[config.mk]
export PLATFORM = sky130hd
export DESIGN_NAME = line_dir_arbiter
export DESIGN_NICKNAME = d
export VERILOG_FILES = /design/src/rtl/lda_pkg.sv /design/src/rtl/lda_timer.sv /design/src/rtl/lda_lane.sv /design/src/rtl/line_dir_arbiter.sv
export SDC_FILE = /design/constraint.sdc
export NUM_CORES = 1
export LEC_CHECK = 0
export ABC_CLOCK_PERIOD_IN_PS = 2500
export BUFFER_PORTS_ARGS = -buffer_cell sky130_fd_sc_hd__buf_2
export CAP_MARGIN = 10
export CORE_AREA = 2 2 74 76
export CTS_CLUSTER_SIZE = 20
export DETAILED_ROUTE_END_ITERATION = 10
export DIE_AREA = 0 0 76 78
export PLACE_DENSITY = 0.57
export SLEW_MARGIN = 20
export SYNTH_ARGS = -nofsm -noshare
export SYNTH_HDL_FRONTEND = slang
export SYNTH_SLANG_ARGS = --single-unit
[constraint.sdc]
create_clock -name clk -period 2.5 [get_ports clk]
set_input_delay 0.75 -clock clk [delete_from_list [all_inputs] [get_ports clk]]
set_output_delay 0.75 -clock clk [all_outputs]
set_load 0.02 [all_outputs]
[src/rtl/lda_pkg.sv]
package lda_pkg;

   typedef enum logic [2:0] {
      LANE_HOLD      = 3'd0,
      LANE_IDLE      = 3'd1,
      LANE_H_WAIT    = 3'd2,
      LANE_H_DRIVE   = 3'd3,
      LANE_H_RELEASE = 3'd4,
      LANE_C_WAIT    = 3'd5,
      LANE_C_DRIVE   = 3'd6,
      LANE_C_RELEASE = 3'd7
   } lane_state_e;

   function automatic int unsigned cnt_width(input int unsigned max_count);
      return (max_count > 1) ? $clog2(max_count) : 1;
   endfunction

endpackage

[src/rtl/lda_timer.sv]
module lda_timer #(
   parameter int unsigned CW = 5
) (
   input  logic          clk,
   input  logic          rst_n,
   input  logic          clear,
   input  logic [CW-1:0] limit,
   output logic          hit
);

   logic [CW-1:0] cnt_q;

   always_ff @(posedge clk or negedge rst_n) begin
      if (!rst_n)     cnt_q <= '0;
      else if (clear) cnt_q <= '0;
      else            cnt_q <= cnt_q + 1'b1;
   end

   assign hit = (cnt_q == limit);

endmodule

[src/rtl/lda_lane.sv]
module lda_lane
   import lda_pkg::*;
#(
   parameter int unsigned FALL_CYC      = 20,
   parameter int unsigned RISE_CYC      = 5,
   parameter bit          HOST_WINS_TIE = 1'b1
) (
   input  logic clk,
   input  logic rst_n,
   input  logic rx_en,
   input  logic host_lvl,
   input  logic card_lvl,
   output logic host_pull,
   output logic card_pull
);

   localparam int unsigned MAXD = (FALL_CYC > RISE_CYC) ? FALL_CYC : RISE_CYC;
   localparam int unsigned CW   = cnt_width(MAXD);
   localparam logic [CW-1:0] FALL_LIM = CW'(FALL_CYC - 1);
   localparam logic [CW-1:0] RISE_LIM = CW'(RISE_CYC - 1);

   lane_state_e state_q, state_d;
   logic        tmr_hit, tmr_clr, timed;
   logic [CW-1:0] tmr_lim;
   logic        host_claims, card_claims;

   generate
      if (HOST_WINS_TIE) begin : g_tie_host
         assign host_claims = !host_lvl;
         assign card_claims = !card_lvl && host_lvl;
      end else begin : g_tie_card
         assign host_claims = !host_lvl && card_lvl;
         assign card_claims = !card_lvl;
      end
   endgenerate

   always_comb begin
      state_d = state_q;
      if (!rx_en) begin
         state_d = LANE_HOLD;
      end else begin
         unique case (state_q)
            LANE_HOLD:      state_d = LANE_IDLE;
            LANE_IDLE: begin
               if (host_claims)      state_d = LANE_H_WAIT;
               else if (card_claims) state_d = LANE_C_WAIT;
            end
            LANE_H_WAIT: begin
               if (host_lvl)     state_d = LANE_IDLE;
               else if (tmr_hit) state_d = LANE_H_DRIVE;
            end
            LANE_H_DRIVE:   if (host_lvl) state_d = LANE_H_RELEASE;
            LANE_H_RELEASE: if (tmr_hit)  state_d = LANE_IDLE;
            LANE_C_WAIT: begin
               if (card_lvl)     state_d = LANE_IDLE;
               else if (tmr_hit) state_d = LANE_C_DRIVE;
            end
            LANE_C_DRIVE:   if (card_lvl) state_d = LANE_C_RELEASE;
            LANE_C_RELEASE: if (tmr_hit)  state_d = LANE_IDLE;
            default:        state_d = LANE_HOLD;
         endcase
      end
   end

   always_ff @(posedge clk or negedge rst_n) begin
      if (!rst_n) state_q <= LANE_HOLD;
      else        state_q <= state_d;
   end

   assign timed   = (state_q == LANE_H_WAIT) || (state_q == LANE_C_WAIT) ||
                    (state_q == LANE_H_RELEASE) || (state_q == LANE_C_RELEASE);
   assign tmr_clr = !timed || (state_d != state_q);
   assign tmr_lim = ((state_q == LANE_H_WAIT) || (state_q == LANE_C_WAIT)) ? FALL_LIM : RISE_LIM;

   lda_timer #(.CW(CW)) u_timer (
      .clk   (clk),
      .rst_n (rst_n),
      .clear (tmr_clr),
      .limit (tmr_lim),
      .hit   (tmr_hit)
   );

   assign card_pull = (state_q == LANE_HOLD) || (state_q == LANE_H_DRIVE) ||
                      (state_q == LANE_H_RELEASE);
   assign host_pull = (state_q == LANE_C_DRIVE) || (state_q == LANE_C_RELEASE);


   hold_forced_chk: assert property (@(posedge clk) disable iff (!rst_n)
      !rx_en |=> (card_pull && !host_pull));


   idle_on_enable_chk: assert property (@(posedge clk) disable iff (!rst_n)
      ($rose(rx_en) && card_pull) |=> (!card_pull && !host_pull));


   host_copy_cause_chk: assert property (@(posedge clk) disable iff (!rst_n)
      $rose(host_pull) |-> !$past(card_lvl));


   card_copy_cause_chk: assert property (@(posedge clk) disable iff (!rst_n)
      $rose(card_pull) |-> (!$past(host_lvl) || !$past(rx_en)));


   one_side_chk: assert property (@(posedge clk) disable iff (!rst_n)
      !(host_pull && card_pull));

endmodule

[src/rtl/line_dir_arbiter.sv]
module line_dir_arbiter
   import lda_pkg::*;
#(
   parameter int unsigned LANES         = 3,
   parameter int unsigned FALL_CYC      = 20,
   parameter int unsigned RISE_CYC      = 5,
   parameter bit          HOST_WINS_TIE = 1'b1
) (
   input  logic             clk,
   input  logic             rst_n,
   input  logic             rx_en,
   input  logic [LANES-1:0] host_lvl,
   input  logic [LANES-1:0] card_lvl,
   output logic [LANES-1:0] host_pull,
   output logic [LANES-1:0] card_pull
);

   generate
      if (LANES < 1) begin : g_bad_lanes
         $error("line_dir_arbiter: LANES must be at least 1");
      end
      if (FALL_CYC < 1) begin : g_bad_fall
         $error("line_dir_arbiter: FALL_CYC must be at least 1");
      end
      if (RISE_CYC < 1) begin : g_bad_rise
         $error("line_dir_arbiter: RISE_CYC must be at least 1");
      end
   endgenerate

   generate
      for (genvar i = 0; i < LANES; i++) begin : g_lane
         lda_lane #(
            .FALL_CYC      (FALL_CYC),
            .RISE_CYC      (RISE_CYC),
            .HOST_WINS_TIE (HOST_WINS_TIE)
         ) u_lane (
            .clk       (clk),
            .rst_n     (rst_n),
            .rx_en     (rx_en),
            .host_lvl  (host_lvl[i]),
            .card_lvl  (card_lvl[i]),
            .host_pull (host_pull[i]),
            .card_pull (card_pull[i])
         );
      end
   endgenerate

endmodule

==> flow_summary.yaml, run 1 <==
placement:
  routabilityCongestion: 0.871
  placed_area_mm2: 0.00207
  port_buffers: 14
  place_hpwl_um: 3120
floorplan:
  fp.dieH_um: 78
  rows: 26
  die_width_um: 76
  core_region_area_mm2: 0.00504
  initial_core_util: 0.397
  die-area_mm2: 0.00593
  boundaryPins: 15
critical_path:
  crit_path_start_kind: "flip-flop"
  ff2ff_setup_slack_ns: 0.56
  critPathKind: "flip-flop to output port"
  crit_fanout: 18
  crit_required_ns: 1.75
  worstSetupStartpoint: "g_lane[1].u_lane.state_q[1]"
  r2r-start: "g_lane[0].u_lane.u_timer.cnt_q[2]"
  r2r-end: "g_lane[0].u_lane.u_timer.cnt_q[4]"
  r2r_cells: 5
  critPathCapture: "card_pull[1]"
  critPathCaptureType: "output port"
  worst-endpoint-arrival_ns: 1.52
timing:
  tightest_slew_ns: 0.685
  worst_clock_skew_ns: 0.00836
  fmax_mhz: 440
  min_period_ns: 2.27
  hold_viol: 0
  drv_slew: 0
  final.setup.tns_ns: 0
  relSlewSlack: 0.544
  post-route-period-util: 0.908
  setup_viol: 0
  rsz0062_at_grt: "false"
cells_and_area:
  area_delta_synth_final_pct: 6.32
  final_common_cell: "dfrtp_1"
  diodes: 0
  final_cell_mix: "24 x dfrtp_1, 19 x nor2_1, 18 x o21ai_0, 18 x nand2_1, 14 x buf_2"
  fillers: 520
  design_area_mm2: 0.00213
  drive_gt1_frac: 0.122
  fin_nets: 259
cts:
  clock_latency_ns: 0.27
  cts_tree: "built"
  cts.clk_slew.worst_paths_ns: 0.09
  clock-root-buffer: "clkbuf_8"
  cts_made_buffers: 3
  cts_resized: 0
  clock_sinks: 24
  htree_levels: 1
  cts_hold_buf: 0
  postCtsSetupRepairBufs: 0
  cts_max_path_buffers: 2
detailed_routing:
  drt_iter0_drc: 171
  top_layer: "met4"
  postRouteAntennaNets: 0
  wl_met3_um: 135
  m1WireLength_um: 2180
  routed_wirelength_um: 4380
  vias: 1774
  post_drt_wl_per_cell_um: 13.9
  routed_via_density: 5.61
  drc: 0
  first_pass_iters: 4
  route.met2.wl_um: 2000
power_and_ir_drop:
  p_leak_nw: 0.828
  switching_share: 0.290
  power-per-cell-area_mw_per_mm2: 395
  seqPwrFrac: 0.511
  finalPower_mw: 0.840
  combPwrFrac: 0.170
  vdd_ir_drop_max_uv: 180
  power_switching_mw: 0.244
  clkPwrFrac: 0.319
  p_int_mw: 0.596
synth:
  synth_ff_type: "dfrtp_1"
  ys_seq_area_frac: 0.300
  netlist_area_mm2: 0.00200
  synthCells: 246
  synth_fp_nets: 258
  yosysWarnings: 0
  ys_seq_elements: 24
  synth-edff-count: 0
  synthArstFlopShare: 1.00
  ys_types: 57
  syn_avg_cell_area_um2: 8.13
run_status:
  status: "finished clean"
global_route:
  grt_start_max_net_pins: 25
  grt_pass1_vias: 1634
  grt_use_total: 0.153
  grt_pass1_wl_um: 7580
  overflow: 0
  antenna_found_initial: 0
min_path:
  holdCritPathClass: "primary input to async pin"
run:
  cap_viol_max_count: 0
[sequential cells by signal, indices dropped and copies added, names as in the netlist]
| signal | count |
|---|---|
| g_lane.u_lane.u_timer.cnt_q | 15 |
| g_lane.u_lane.state_q | 9 |
[through the flow]
stage	hold WS, ns	util	worst slack, ns	std cells
finish	0.453	0.422	0.229	316
global route	0.498	0.422	0.162	316
detailed placement	0.498	0.411	0.409	312
CTS	0.477	0.422	0.234	316
floorplan	0.454	-	0.460	246
global placement	0.491	0.411	0.453	312
[Yosys cell counts (2+ instances only)]
| cell | number | area [um^2] |
|---|---|---|
| a211oi_2 | 2 | 25.0 |
| nand2b_1 | 10 | 62.6 |
| and2_1 | 8 | 50.1 |
| o21ai_0 | 18 | 90.1 |
| mux2i_1 | 3 | 30.0 |
| xnor2_1 | 7 | 61.3 |
| dfrtp_1 | 24 | 601 |
| a211o_1 | 2 | 17.5 |
| nand4_1 | 2 | 12.5 |
| nor2b_1 | 8 | 50.1 |
| nor4b_1 | 3 | 26.3 |
| o22ai_1 | 2 | 12.5 |
| nand2_1 | 18 | 67.6 |
| nor3_1 | 13 | 65.1 |
| a32oi_1 | 2 | 17.5 |
| a21o_1 | 2 | 15.0 |
| nor4_1 | 3 | 18.8 |
| o21ai_1 | 2 | 10.0 |
| a311oi_1 | 4 | 35.0 |
| ha_1 | 3 | 37.5 |
| xor2_1 | 6 | 52.6 |
| a221oi_1 | 2 | 17.5 |
| nand3b_1 | 3 | 22.5 |
| buf_2 | 3 | 15.0 |
| inv_1 | 5 | 18.8 |
| o21a_1 | 2 | 15.0 |
| buf_4 | 6 | 45.0 |
| or2_2 | 2 | 12.5 |
| a21oi_1 | 12 | 60.1 |
| clkbuf_1 | 10 | 37.5 |
| a211oi_1 | 2 | 15.0 |
| nand3_1 | 6 | 30.0 |
| nor2_1 | 19 | 71.3 |
| a31oi_1 | 7 | 43.8 |
| nand4b_1 | 2 | 17.5 |
| or3b_1 | 2 | 17.5 |
[critical path, stage by stage, from the launching register on]
cell	delay, ns
dfrtp_1	0.71
nor2b_1	0.25
a21o_1	0.13
buf_2	0.16
[metal layers]
layer | global-route usage | up-vias
met5 | 0 | -
met4 | 0.0582 | 0
met3 | 0.0221 | 4
met2 | 0.246 | 30
met1 | 0.209 | 839
li1 | - | 901
[final cells by class]
cell class | count | area, um^2 | share of cell area
Multi-Input combinational cell | 197 | 1280 | 0.602
Tap cell | 70 | 87.6 | 0.0412
Timing Repair Buffer | 16 | 85.1 | 0.0400
Sequential cell | 24 | 601 | 0.283
Clock buffer | 4 | 55.1 | 0.0259
Inverter | 5 | 18.8 | 0.00883
[power by group through the flow]
stage	Combinational (mW)	Sequential, mW	Clock, mW
CTS	0.144	0.428	0.279
finish	0.143	0.429	0.268
global route	0.159	0.432	0.293
detailed placement	0.143	0.436	0
floorplan	0.131	0.411	0
global placement	0.143	0.436	0
[how the worst min path moves through the flow]
stage                                 startpoint                                 to  slack, ns  cells past startpoint
3_5_place_dp   g_lane[1].u_lane.u_timer.cnt_q[0]  g_lane[1].u_lane.u_timer.cnt_q[0]       0.50                      1
5_1_grt                                    rst_n        g_lane[2].u_lane.state_q[2]       0.50                      1
6_report                                   rst_n        g_lane[2].u_lane.state_q[2]       0.45                      1
4_1_cts                                    rst_n        g_lane[2].u_lane.state_q[2]       0.48                      1
3_3_place_gp   g_lane[0].u_lane.u_timer.cnt_q[0]  g_lane[0].u_lane.u_timer.cnt_q[0]       0.49                      1
2_1_floorplan                              rst_n        g_lane[0].u_lane.state_q[0]       0.45                      0
[cell families (layout without fill, tap and decap cells)]
group / Yosys count / in the layout / share of synthesized area
adders and majority gates: 3 / 3 / 0.0188
buffers and inverters: 25 / 25 / 0.0601
muxes: 4 / 4 / 0.0207
DFF: 24 / 24 / 0.300
xor gates and xnor gates: 13 / 13 / 0.0569
and+or+nand+nor: 106 / 106 / 0.294
AOI/OAI and AO/OA: 71 / 71 / 0.249
Power figures use the tool's default switching activity.
==> inputs of run 2 (changes only) <==
--- a/config.mk
+++ b/config.mk
@@ -6,13 +6,13 @@
 export NUM_CORES = 1
 export LEC_CHECK = 0
 export ABC_CLOCK_PERIOD_IN_PS = 2500
-export BUFFER_PORTS_ARGS = -buffer_cell sky130_fd_sc_hd__buf_2
 export CAP_MARGIN = 10
 export CORE_AREA = 2 2 74 76
 export CTS_CLUSTER_SIZE = 20
 export DETAILED_ROUTE_END_ITERATION = 10
 export DIE_AREA = 0 0 76 78
-export PLACE_DENSITY = 0.57
+export DONT_BUFFER_PORTS = 1
+export PLACE_DENSITY = 0.54
 export SLEW_MARGIN = 20
 export SYNTH_ARGS = -nofsm -noshare
 export SYNTH_HDL_FRONTEND = slang
==> flow_summary.yaml, run 2 (synthesized netlist as in run 1, its figures left out) <==
floorplan:
  die_width_um: 76
  core_region_area_mm2: 0.00504
  boundaryPins: 15
  die-area_mm2: 0.00593
  initial_core_util: 0.397
  rows: 26
  fp.dieH_um: 78
critical_path:
  crit_buf_inv: 1
  r2r-start: "g_lane[1].u_lane.state_q[0]"
  ff2ff_setup_slack_ns: 0.63
  cp_top_family: "flip-flops"
  cp_slowest_cell: "dfrtp_1"
  r2r_cells: 5
  crit_required_ns: 1.75
  critPathKind: "flip-flop to output port"
  critPathCaptureType: "output port"
  crit_fanout: 17
  cp_num_cells: 4
  crit_path_start_kind: "flip-flop"
  path_cells: "and2_1, nand2b_1, o21ai_0, buf_4"
  r2r-end: "g_lane[1].u_lane.u_timer.cnt_q[1]"
  worst_path_largest_cell_delay_ns: 0.67
  worst-endpoint-arrival_ns: 1.47
detailed_routing:
  first_pass_iters: 4
  drt_iter0_drc: 154
  routed_via_density: 5.68
  vias: 1722
  drc: 0
  post_drt_wl_per_cell_um: 13.8
  routed_wirelength_um: 4180
  postRouteAntennaNets: 0
cells_and_area:
  finish.utilization: 0.409
  final_common_cell: "dfrtp_1"
  reg.largest.list: "g_lane.u_lane.u_timer.cnt_q: 15 flops, g_lane.u_lane.state_q: 9 flops"
  final_cell_mix: "24 x dfrtp_1, 19 x nor2_1, 18 x o21ai_0, 18 x nand2_1, 13 x nor3_1"
  regMostFlops: "g_lane.u_lane.u_timer.cnt_q"
  design_area_mm2: 0.00206
  diodes: 0
  multi_input_comb_area_mm2: 0.00128
  area_delta_synth_final_pct: 3.19
  drive_gt1_frac: 0.0730
  regArea_um2: 601
  fillers: 521
  fin_nets: 246
  largest_reg_flops: 15
  instances_no_fill: 303
cts:
  cts_made_buffers: 3
  cts_tree: "built"
  cts_resized: 0
  postCtsSetupRepairBufs: 0
  htree_levels: 1
  clock_latency_ns: 0.27
  clock_sinks: 24
  cts_hold_buf: 0
  cts_max_path_buffers: 2
  clock-root-buffer: "clkbuf_8"
  cts.clk_slew.worst_paths_ns: 0.09
timing:
  relSlewSlack: 0.568
  tightest_slew_ns: 0.648
  drv_slew: 0
  rsz0062_at_grt: "false"
  post-route-period-util: 0.889
  worst_clock_skew_ns: 0.00808
  fmax_mhz: 450
  final.setup.tns_ns: 0
  hold_viol: 0
  min_period_ns: 2.22
  setup_viol: 0
placement:
  place_hpwl_um: 3010
  dpl.cell_count: 299
  port_buffers: 0
  routabilityCongestion: 0.778
  placed_area_mm2: 0.00201
power_and_ir_drop:
  power-per-cell-area_mw_per_mm2: 393
  switching_share: 0.273
  p_int_mw: 0.589
  combPwrFrac: 0.140
  clkPwrFrac: 0.330
  finalPower_mw: 0.811
  power_switching_mw: 0.221
  p_leak_nw: 0.774
  seqPwrFrac: 0.530
  vdd_ir_drop_max_uv: 173
global_route:
  overflow: 0
  grt_pass1_wl_um: 7670
  grt_start_max_net_pins: 25
  antenna_found_initial: 0
  grt_use_total: 0.156
  grt_pass1_vias: 1600
min_path:
  holdCritPathClass: "primary input to async pin"
run:
  cap_viol_max_count: 0
run_status:
  status: "finished clean"
-- run 2: through the flow --
step / setup slack, ns / hold WS, ns
3_3_place_gp: 0.585 / 0.455
6_report: 0.279 / 0.165
3_5_place_dp: 0.592 / 0.455
4_1_cts: 0.278 / 0.155
2_1_floorplan: 0.460 / 0.454
5_1_grt: 0.155 / 0.142
-- run 2: worst max-delay path by stage --
| stage | startpoint | to | slack [ns] |
|---|---|---|---|
| final | g_lane[0].u_lane.state_q[0] | card_pull[0] | 0.28 |
| after CTS | g_lane[0].u_lane.state_q[0] | card_pull[0] | 0.28 |
| after global routing | g_lane[0].u_lane.state_q[0] | card_pull[0] | 0.15 |
| after global placement | g_lane[0].u_lane.state_q[0] | card_pull[0] | 0.58 |
| after detailed placement | g_lane[0].u_lane.state_q[0] | card_pull[0] | 0.59 |
| after floorplan | g_lane[1].u_lane.state_q[0] | card_pull[1] | 0.46 |
-- run 2: per-layer routing --
layer | vias to the layer above | GRT usage | routed length [um]
met2 | 21 | 0.219 | 1840
met1 | 812 | 0.231 | 2110
met4 | 0 | 0.0655 | 87
met5 | - | 0 | 0
li1 | 881 | - | -
met3 | 8 | 0.0291 | 130
-- run 2: cell type report --
type,count,area share
timing repair buffer,3,0.0109
tap,70,0.0424
multi-input combinational,197,0.620
inverter,5,0.00910
sequential,24,0.291
clock buffer,4,0.0267
-- run 2: power groups by stage --
stage	registers, mW	clock network, mW	logic [mW]
floorplan	0.411	0	0.131
global placement	0.438	0	0.113
detailed placement	0.437	0	0.113
CTS	0.430	0.278	0.113
global route	0.435	0.296	0.127
finish	0.430	0.268	0.113
